File: src/rtl/amem_pkg.sv
package amem_pkg;

  typedef enum logic [2:0] {
    S_IDLE,
    S_PICK,
    S_ACC,
    S_UPD,
    S_FIN
  } amem_state_e;

  localparam logic [1:0] OP_STORE  = 2'b00;
  localparam logic [1:0] OP_RECALL = 2'b01;

  localparam int unsigned LFSR_W = 16;
  localparam logic [LFSR_W-1:0] LFSR_TAPS = 16'hB400;

endpackage

File: src/rtl/amem_lfsr.sv
module amem_lfsr #(
  parameter int unsigned W = 16,
  parameter logic [W-1:0] TAPS = 16'hB400,
  parameter logic [W-1:0] SEED = 16'hACE1
) (
  input  logic         clk,
  input  logic         rst_n,
  input  logic         adv,
  output logic [W-1:0] value
);

  logic [W-1:0] q_q;
  logic [W-1:0] q_d;

  always_comb begin
    q_d = q_q >> 1;
    if (q_q[0]) begin
      q_d = q_d ^ TAPS;
    end
  end

  always_ff @(posedge clk or negedge rst_n) begin
    if (!rst_n) begin
      q_q <= SEED;
    end else if (adv) begin
      q_q <= q_d;
    end
  end

  assign value = q_q;

endmodule

File: src/rtl/amem_weights.sv
module amem_weights #(
  parameter int unsigned N  = 8,
  parameter int unsigned WW = 3
) (
  input  logic                   clk,
  input  logic                   rst_n,
  input  logic                   clr,
  input  logic                   wr,
  input  logic [N-1:0]           pat,
  input  logic [$clog2(N)-1:0]   rd_row,
  input  logic [$clog2(N)-1:0]   rd_col,
  output logic signed [WW-1:0]   rd_val
);

  localparam logic signed [WW-1:0] WMAX = {1'b0, {(WW-1){1'b1}}};
  localparam logic signed [WW-1:0] WMIN = {1'b1, {(WW-1){1'b0}}};

  logic signed [WW-1:0] wmat [N][N];

  for (genvar gi = 0; gi < N; gi++) begin : g_row
    for (genvar gj = 0; gj < N; gj++) begin : g_col
      if (gi == gj) begin : g_diag
        assign wmat[gi][gj] = '0;
      end else begin : g_cell
        logic signed [WW-1:0] w_q;
        logic signed [WW-1:0] w_d;
        logic                 agree;

        always_comb begin
          agree = (pat[gi] == pat[gj]);
          w_d   = w_q;
          if (clr) begin
            w_d = '0;
          end else if (wr) begin
            if (agree && (w_q != WMAX)) begin
              w_d = w_q + WW'(1);
            end else if (!agree && (w_q != WMIN)) begin
              w_d = w_q - WW'(1);
            end
          end
        end

        always_ff @(posedge clk or negedge rst_n) begin
          if (!rst_n) begin
            w_q <= '0;
          end else if (clr || wr) begin
            w_q <= w_d;
          end
        end

        assign wmat[gi][gj] = w_q;
      end
    end
  end

  assign rd_val = wmat[rd_row][rd_col];

endmodule

File: src/rtl/amem_netacc.sv
module amem_netacc #(
  parameter int unsigned WW = 3,
  parameter int unsigned AW = 7
) (
  input  logic                 clk,
  input  logic                 rst_n,
  input  logic                 clr,
  input  logic                 en,
  input  logic signed [WW-1:0] w,
  input  logic                 yj,
  output logic signed [AW-1:0] acc
);

  logic signed [AW-1:0] acc_q;
  logic signed [AW-1:0] acc_d;
  logic signed [AW-1:0] w_ext;

  assign w_ext = {{(AW-WW){w[WW-1]}}, w};

  always_comb begin
    acc_d = acc_q;
    if (clr) begin
      acc_d = '0;
    end else if (en) begin
      acc_d = yj ? (acc_q + w_ext) : (acc_q - w_ext);
    end
  end

  always_ff @(posedge clk or negedge rst_n) begin
    if (!rst_n) begin
      acc_q <= '0;
    end else if (clr || en) begin
      acc_q <= acc_d;
    end
  end

  assign acc = acc_q;

endmodule

File: src/rtl/assoc_mem.sv
module assoc_mem
  import amem_pkg::*;
#(
  parameter int unsigned N     = 8,
  parameter int unsigned P_MAX = 2,
  parameter int unsigned CW    = 16
) (
  input  logic          clk,
  input  logic          rst_n,
  input  logic          start,
  input  logic [1:0]    op,
  input  logic [N-1:0]  pattern,
  input  logic [CW-1:0] max_cycles,
  output logic          busy,
  output logic          done,
  output logic [N-1:0]  state_out,
  output logic          err_full,
  output logic          timeout
);

  localparam int unsigned IW   = $clog2(N);
  localparam int unsigned WW   = $clog2(P_MAX) + 2;
  localparam int unsigned AW   = WW + $clog2(N) + 1;
  localparam int unsigned CNTW = $clog2(P_MAX + 1);
  localparam logic [IW-1:0]     LAST_J = IW'(N - 1);
  localparam logic [CNTW-1:0]   FULL   = CNTW'(P_MAX);
  localparam logic [LFSR_W-1:0] NMOD   = LFSR_W'(N);

  amem_state_e st_q, st_d;
  logic [N-1:0]    y_q, y_d;
  logic [N-1:0]    seen_q, seen_d;
  logic [IW-1:0]   idx_q, idx_d;
  logic [IW-1:0]   j_q, j_d;
  logic [CW-1:0]   cyc_q, cyc_d;
  logic [CNTW-1:0] cnt_q, cnt_d;
  logic            err_q, err_d;
  logic            tmo_q, tmo_d;

  logic                 w_wr, w_clr;
  logic                 acc_clr, acc_en;
  logic                 lfsr_adv;
  logic [LFSR_W-1:0]    lfsr_val;
  logic [LFSR_W-1:0]    pick_full;
  logic signed [WW-1:0] w_rd;
  logic signed [AW-1:0] acc;
  logic                 new_bit;
  logic                 flip;
  logic [N-1:0]         hit;
  logic [N-1:0]         seen_upd;
  logic [CW-1:0]        cyc_inc;

  amem_lfsr #(
    .W    (LFSR_W),
    .TAPS (LFSR_TAPS),
    .SEED (16'hACE1)
  ) u_lfsr (
    .clk   (clk),
    .rst_n (rst_n),
    .adv   (lfsr_adv),
    .value (lfsr_val)
  );

  amem_weights #(
    .N  (N),
    .WW (WW)
  ) u_weights (
    .clk    (clk),
    .rst_n  (rst_n),
    .clr    (w_clr),
    .wr     (w_wr),
    .pat    (pattern),
    .rd_row (idx_q),
    .rd_col (j_q),
    .rd_val (w_rd)
  );

  amem_netacc #(
    .WW (WW),
    .AW (AW)
  ) u_acc (
    .clk   (clk),
    .rst_n (rst_n),
    .clr   (acc_clr),
    .en    (acc_en),
    .w     (w_rd),
    .yj    (y_q[j_q]),
    .acc   (acc)
  );

  assign pick_full = lfsr_val % NMOD;
  assign new_bit   = ~acc[AW-1];
  assign flip      = (new_bit != y_q[idx_q]);
  assign hit       = N'(1) << idx_q;
  assign seen_upd  = seen_q | hit;
  assign cyc_inc   = (cyc_q == '1) ? cyc_q : (cyc_q + CW'(1));

  always_comb begin
    st_d     = st_q;
    y_d      = y_q;
    seen_d   = seen_q;
    idx_d    = idx_q;
    j_d      = j_q;
    cyc_d    = cyc_q;
    cnt_d    = cnt_q;
    err_d    = err_q;
    tmo_d    = tmo_q;
    w_wr     = 1'b0;
    w_clr    = 1'b0;
    acc_clr  = 1'b0;
    acc_en   = 1'b0;
    lfsr_adv = 1'b0;

    case (st_q)
      S_IDLE: begin
        if (start) begin
          err_d = 1'b0;
          tmo_d = 1'b0;
          if (op[1]) begin
            w_clr = 1'b1;
            cnt_d = '0;
            st_d  = S_FIN;
          end else if (op == OP_RECALL) begin
            y_d    = pattern;
            seen_d = '0;
            cyc_d  = '0;
            st_d   = S_PICK;
          end else if (cnt_q == FULL) begin
            err_d = 1'b1;
            st_d  = S_FIN;
          end else begin
            w_wr  = 1'b1;
            cnt_d = cnt_q + CNTW'(1);
            st_d  = S_FIN;
          end
        end
      end

      S_PICK: begin
        lfsr_adv = 1'b1;
        acc_clr  = 1'b1;
        idx_d    = pick_full[IW-1:0];
        j_d      = '0;
        cyc_d    = cyc_inc;
        st_d     = S_ACC;
      end

      S_ACC: begin
        acc_en = (j_q != idx_q);
        j_d    = j_q + IW'(1);
        cyc_d  = cyc_inc;
        if (j_q == LAST_J) begin
          st_d = S_UPD;
        end
      end

      S_UPD: begin
        y_d[idx_q] = new_bit;
        seen_d     = flip ? '0 : seen_upd;
        cyc_d      = cyc_inc;
        if (!flip && (seen_upd == '1)) begin
          st_d = S_FIN;
        end else if (cyc_q >= max_cycles) begin
          tmo_d = 1'b1;
          st_d  = S_FIN;
        end else begin
          st_d = S_PICK;
        end
      end

      S_FIN: begin
        st_d = S_IDLE;
      end

      default: begin
        st_d = S_IDLE;
      end
    endcase
  end

  always_ff @(posedge clk or negedge rst_n) begin
    if (!rst_n) begin
      st_q   <= S_IDLE;
      y_q    <= '0;
      seen_q <= '0;
      idx_q  <= '0;
      j_q    <= '0;
      cyc_q  <= '0;
      cnt_q  <= '0;
      err_q  <= 1'b0;
      tmo_q  <= 1'b0;
    end else begin
      st_q   <= st_d;
      y_q    <= y_d;
      seen_q <= seen_d;
      idx_q  <= idx_d;
      j_q    <= j_d;
      cyc_q  <= cyc_d;
      cnt_q  <= cnt_d;
      err_q  <= err_d;
      tmo_q  <= tmo_d;
    end
  end

  assign busy      = (st_q == S_PICK) || (st_q == S_ACC) || (st_q == S_UPD);
  assign done      = (st_q == S_FIN);
  assign state_out = y_q;
  assign err_full  = err_q;
  assign timeout   = tmo_q;

endmodule

File: config.mk
export PLATFORM = sky130hd
export DESIGN_NAME = assoc_mem
export DESIGN_NICKNAME = d
export VERILOG_FILES = /design/src/rtl/amem_pkg.sv /design/src/rtl/amem_lfsr.sv /design/src/rtl/amem_weights.sv /design/src/rtl/amem_netacc.sv /design/src/rtl/assoc_mem.sv
export SDC_FILE = /design/constraint.sdc
export NUM_CORES = 1
export LEC_CHECK = 0
export BUFFER_PORTS_ARGS = -buffer_cell sky130_fd_sc_hd__buf_2
export CAP_MARGIN = 5
export CELL_PAD_IN_SITES_DETAIL_PLACEMENT = 2
export CELL_PAD_IN_SITES_GLOBAL_PLACEMENT = 2
export CORE_ASPECT_RATIO = 1.2
export CORE_MARGIN = 8
export CORE_UTILIZATION = 44
export CTS_CLUSTER_DIAMETER = 50
export DETAILED_ROUTE_END_ITERATION = 7
export GPL_TIMING_DRIVEN = 0
export PLACE_DENSITY_LB_ADDON = 0.1
export SYNTH_ARGS = -nofsm -noshare
export SYNTH_HDL_FRONTEND = slang
export SYNTH_SLANG_ARGS = --single-unit
File: constraint.sdc
create_clock -name clk -period 10.4 [get_ports clk]
set_input_delay 0.52 -clock clk [delete_from_list [all_inputs] [get_ports clk]]
set_output_delay 0.52 -clock clk [all_outputs]
set_load 0.01 [all_outputs]
Yosys cells after proc, flatten, opt, wreduce, memory -nomap -nowiden:

Index checks and enable logic that the tools add are counted.

* flip-flop bits (word level): 236
* input bits: 29
* output and inout port bits: 12
* word-level logic and storage cells: 968

* $add $sub $neg: 117
* $lt $le $gt $ge: 6
* equal/unequal tests: 188
* shift-type cells: 1
* multiplexer cells: 283
* bitwise logic cells: 5
* reduce and logical (&&, ||, !) cells: 301

Operator list (count)
* $mux W3: 232
* $ne A3 B3 Y1 const B: 112
* $add A3 B2 Y3 const B: 56
* $reduce_and A3 Y1: 56
* $reduce_bool A3 Y1: 56
* $sub A3 B2 Y3 const B: 56
* $logic_and A1 B1 Y1: 114
* $mux W16: 5
* $bmux W24 S3: 1
* $logic_not A1 Y1: 57
* $eq A1 B1 Y1: 56
* $mux W8: 7
* $mux W24: 2
* $pmux W16 S2: 1
* $pmux W8 S2: 2
* $mux W7: 3
* $mux W1: 19
* $ne A2 B2 Y1 const B: 9
* $add A16 B1 Y16 const B: 1
* $eq A16 B16 Y1 const B: 1
* $ge A16 B16 Y1: 1
* $not A3 Y4: 3
* $pmux W3 S4: 1
* $reduce_and A4 Y1: 3
* other kinds (31): 47

Logic depth before layout (Yosys ltp):

* word-level depth: 11
* mapped depth: 20
* gate-level depth less buffers: 18

Hierarchy:

A second synthesis with hierarchy kept.

* cells, all modules: 1877
* area, all modules: 18057.3 µm²

Modules (own cells, without submodules)
* amem_weights: times used 1, cells an instance 1417, area an instance 13619.3 µm², seq. area each 4204.0 µm²
* assoc_mem: times used 1, cells an instance 335, area an instance 3011.6 µm², seq. area each 1126.1 µm²
* amem_lfsr: times used 1, cells an instance 53, area an instance 753.2 µm², seq. area each 410.4 µm²
* amem_netacc: times used 1, cells an instance 72, area an instance 673.1 µm², seq. area each 175.2 µm²

Least setup slack after synthesis:

Ideal clock, no wire load.

* path type: register to register
* from: register idx_q[0]
* to: register u_acc.acc_q[6] (netlist: u_acc.acc[6])
* setup time: 127 ps
* arrival time: 3900 ps
* data required time: 10273 ps
* path slack: 6374 ps
* stages on the path, launching flop included: 19
* path buffers: 2
* clock period less this slack: 4026 ps
* path through: dfrtp_1 > buf_6 > buf_4 > mux4_2 > mux4_2 > mux4_2 > inv_1 > ha_1 > inv_1 > ha_1 > a221oi_1 > ha_1 > nand3_1 > nand2_1 > a21o_1 > a21oi_1 > xnor2_1 > nand2_1 > mux2i_1

* longest elaborated chain between the ends: 11
* elaborated cells on any way between the ends: 17
* classes of those cells: add/sub (2); eq/ne (1); mux (10); bitwise (1); reduce/logical (3)

Ends and longest elaborated chain
* start, declared: line assoc_mem.sv:32 `logic [IW-1:0] idx_q, idx_d;`
* start signal, assigned: line assoc_mem.sv:195 `idx_q <= idx_d;`
* $not A3 Y4 (not written as such): line amem_weights.sv:56 `assign rd_val = wmat[rd_row][rd_col];`
* $bmux W24 S3: line amem_weights.sv:56
* $mux W24 (not written as such) (2 in a row): line amem_weights.sv:56
* $bmux W3 S3: line amem_weights.sv:56
* $mux W3 (not written as such) (2 in a row): line amem_weights.sv:56
* $sub A7 B3 Y7 or $add A7 B3 Y7 (tied branches): line amem_netacc.sv:25 `acc_d = yj ? (acc_q + w_ext) : (acc_q - w_ext);`
* $mux W7: line amem_netacc.sv:25
* $mux W7: line amem_netacc.sv:24 `end else if (en) begin`
* $mux W7: line amem_netacc.sv:22 `if (clr) begin`
* end signal, assigned: line amem_netacc.sv:31 `acc_q <= '0;`
* end signal, assigned: line amem_netacc.sv:33 `acc_q <= acc_d;`
* end, declared: line amem_netacc.sv:14 `logic signed [AW-1:0] acc_q;`

Parallel ways exist; a longest one is shown, timed or not. The select of a mux whose other input is x is not followed.
A chain may end at the register's enable or synchronous reset.

Worst setup path after layout:

* from: register idx_q[1]
* to: register u_acc.acc_q[6] (netlist: u_acc.acc[6])

Same word-level chain as after synthesis.

==> flow_summary_export.csv <==
group,metric,value,unit
synth,synth-compound-area-share,19.3,%
place,io_buffers,32,
layout,final_common_cell,"dfrtp_1",
clock_network,htree_levels,2,
die,fp-row-count,78,
synth,syn_area_per_cell,8.85,um2
worst_setup_path,reg2reg_depth,19,
sta,fin_skew,0.0304,ns
grt,grt_start_max_net_pins,113,
place,dpl.hpwl,47.2,mm
drt,viasPerCell,6.46,
synth,yosys.area_share.simple,15.2,%
pwr,p_leak,8.49,nW
die,core_area,37800,um2
synth,synthDistinctLibCells,63,
min_path,min_path_cells,2,
synth,synth_mux_area_share,6.99,%
synth,synth_seq_area_share,35.1,%
outcome,run_status,"complete, no violations",
sta,fin_crit,5.65,ns
layout,layout_common_cells,"dfrtp_1, nand2_1, inv_1",
sta,setup_violations,0,
synth,syn_area,16800,um2
place,placed_area,17600,um2
layout,drive_gt1_share,7.84,%
min_path,hp-start,"op[1]",
grt,track_usage,30.7,%
clock_network,cts_sinks,235,
worst_setup_path,cp-start-kind,"flop",
worst_setup_path,crit_slowest_cell,"dfrtp_1",
pwr,combPwrFrac,46.0,%
synth,synth_edf_count,0,
min_path,min_to,"cnt_q[0]",
worst_setup_path,crit_fanout,10,
clock_network,cts-root-buf,"clkbuf_16",
flow_run,max_cap_viol_count,0,
pwr,p_int,3.15,mW
grt,antenna_found_initial,2,
min_path,hold_class,"in -> reg",
worst_setup_path,cpPeakStageDelay,0.60,ns
worst_setup_path,worst_ep_arrival_time,6.08,ns
drt,vias,16000,
grt,grt_pass1_wl,106,mm
sta,report.final.slew_viol_count,0,
sta,finalSetupTns,0,ns
clock_network,cts_buffers,37,
worst_setup_path,r2r-start,"idx_q[1]",
clock_network,clk_pin_slew,0.06,ns
drt,ant_nets,0,
synth,yosysWarnings,0,
synth,synth_fa_ha_area_share,8.95,%
die,design.die.area,44700,um2
place,routabilityCongestion,0.934,
synth,yosys_register_bits,235,
worst_setup_path,cp.required,10.82,ns
layout,final_area,19000,um2
grt,grt-ovfl-total,0,
synth,syn-num-nets,2013,
worst_setup_path,crit_chain,"buf_2 -> buf_2 -> mux2i_1 -> o22ai_1 -> mux4_2 -> mux4_2 -> inv_1 -> ha_1 -> inv_1 -> ha_1 -> a221oi_1 -> ha_1 -> nand3_1 -> nand2_1 -> a21o_1 -> a21oi_1 -> xnor2_1 -> nand2_1 -> mux2i_1",
sta,relSlewSlack,10.1,%
worst_setup_path,worstReg2RegEnd,"u_acc.acc[6]",
die,die_width,194,um
sta,grt_setup_unrepaired,"false",
pwr,seq_power_share,30.8,%
drt,drt_iter0_drc,987,
layout,area_growth,12.9,%
clock_network,cts_buffer_depth,3,
sta,fin_crit_sh,54.3,%
sta,timing.final.ws_setup,4.75,ns
sta,hold_viol_final,0,
drt,drc,0,
pwr,swShare,46.3,%
synth,synth-main-ff-cell,"dfrtp_1",
clock_network,cts_tree,"yes",
pwr,power,5.86,mW
sta,max_slew.worst_pin.slew,1.35,ns
clock_network,clk_latency,0.55,ns
synth,synth-xor-area-share,8.29,%
worst_setup_path,path_class,"reg -> reg",
synth,async_reset_ff_share,100,%
sta,max_freq,177,MHz
synth,syn_inst,1898,
die,initial_utilization,44.5,%
pwr,power_frac_clock,23.1,%
worst_setup_path,cp-end-kind,"flop",
worst_setup_path,crit_top_cell,"ha_1",
pwr,p_sw,2.71,mW
die,die_height,230,um
pwr,peakVddDrop,0.124,mV
drt,routed_wl,69.5,mm
pwr,power.density,309,nW/um2
place,dp_slack,5.05,ns
grt,grt_pass1_vias,17700,
drt,wl_per_cell,28.0,um
worst_setup_path,rrSetupSlack,4.75,ns
drt,first_pass_iters,5,
die,pin_count,41,
layout,nNetsFinal,2088,
synth,synth_top_family_by_area,"compound AO/OA/AOI/OAI gates",
==> power by group through the flow <==
stage,registers [mW],clock network [mW],logic (mW)
finish,1.81,1.36,2.70
global route,1.85,1.40,2.95
CTS,1.79,1.37,2.69
detailed placement,1.79,0,2.58
global placement,1.75,0,2.38
floorplan,1.59,0,1.88
==> routing by layer <==
metal  wire [um]  vias to the layer above  GRT usage [%]
met4        5290                        0           22.5
met5           0                        -              0
met2       33600                      598           51.8
li1            -                     6875              -
met3        4680                      263           5.87
met1       25900                     8304           34.6
==> critical path, delay by kind of cell (launching register included) <==
family          cells  cell delay, ns
mux                 4            1.64
buf+inv             4            1.07
compound gates      4            0.95
fa+ha+maj           3            0.78
flops               1            0.60
simple gates        3            0.30
xor+xnor            1            0.15
==> area by class of cell <==
class	instances	area, um2
fillers	4040	18800
multi-input cells	1396	9860
flip-flops and latches	235	5890
clock buffers	48	1060
inverters	193	724
well taps	480	601
plain buffers	74	328
clock inverters	20	258
repair buffers	36	243
diodes	1	2.50
==> cell families (layout without fill, tap and decap cells) <==
family          count (synthesis)  count (layout)
other cells                     0               1
mux                            66              66
flops                         235             235
compound gates                525             525
fa+ha+maj                      86              86
simple gates                  560             560
xor+xnor                      159             159
buf+inv                       267             371
==> synth_stat cells, types with 7 or more instances <==
cell        n  share of area, %
a21o_1     63               2.8
a21oi_1    73               2.2
a22o_1      9              0.47
a31oi_1   108               4.0
buf_1      10              0.22
buf_2      13              0.39
clkbuf_1   46               1.0
dfrtp_1   227                34
dfstp_2     8               1.3
fa_1       57               6.8
ha_1       29               2.2
inv_1     192               4.3
mux2i_1    19               1.1
mux4_1     13               2.0
mux4_2     23               3.1
nand2_1   224               5.0
nand2b_1   19              0.71
nand3_1    15              0.45
nor2_1    102               2.3
nor3_1    110               3.3
nor4_1     53               2.0
o21ai_0   115               3.4
o21ai_1    52               1.5
o22ai_1    15              0.56
o31ai_1    58               2.6
or3_1       7              0.26
xnor2_1    67               3.5
xor2_1     92               4.8
==> sequential cells by signal (all words and copies together) (netlist names) <==
name	cells
u_weights.g_row.g_col.g_cell.w_q	168
cnt_q	2
u_acc.acc	7
cyc_q	16
st_q	3
u_lfsr.value	16
j_q	3
err_full	1
timeout	1
idx_q	2
seen_q	8
state_out	8
==> worst max path at each step <==
| stage | to | cells past startpoint | start |
|---|---|---|---|
| floorplan | u_acc.acc[6] | 18 | idx_q[0] |
| detailed placement | u_acc.acc[6] | 19 | idx_q[1] |
| CTS | u_acc.acc[6] | 17 | idx_q[1] |
| global placement | u_weights.g_row[7].g_col[0].g_cell.w_q[2] | 1 | rst_n |
| finish | u_acc.acc[6] | 19 | idx_q[1] |
| global route | u_acc.acc[6] | 17 | idx_q[1] |
==> what timing repair did <==
| item | in CTS | in global routing |
|---|---|---|
| hold buffers | 1 | 0 |
| hold endpoints to repair | 23 | 0 |
| resized for setup | 0 | 0 |
| setup buffers | 0 | 0 |
==> per-stage QoR <==
| step | utilization (%) | cells | hold WS [ns] |
|---|---|---|---|
| 6_report | 50.2 | 2483 | 0.244 |
| 3_5_place_dp | 46.7 | 2412 | 0.394 |
| 2_1_floorplan | - | 1898 | 0.224 |
| 4_1_cts | 50.2 | 2481 | 0.237 |
| 5_1_grt | 50.2 | 2482 | 0.267 |
| 3_3_place_gp | 46.5 | 2410 | 0.447 |
(Power assumes the default switching activity.)
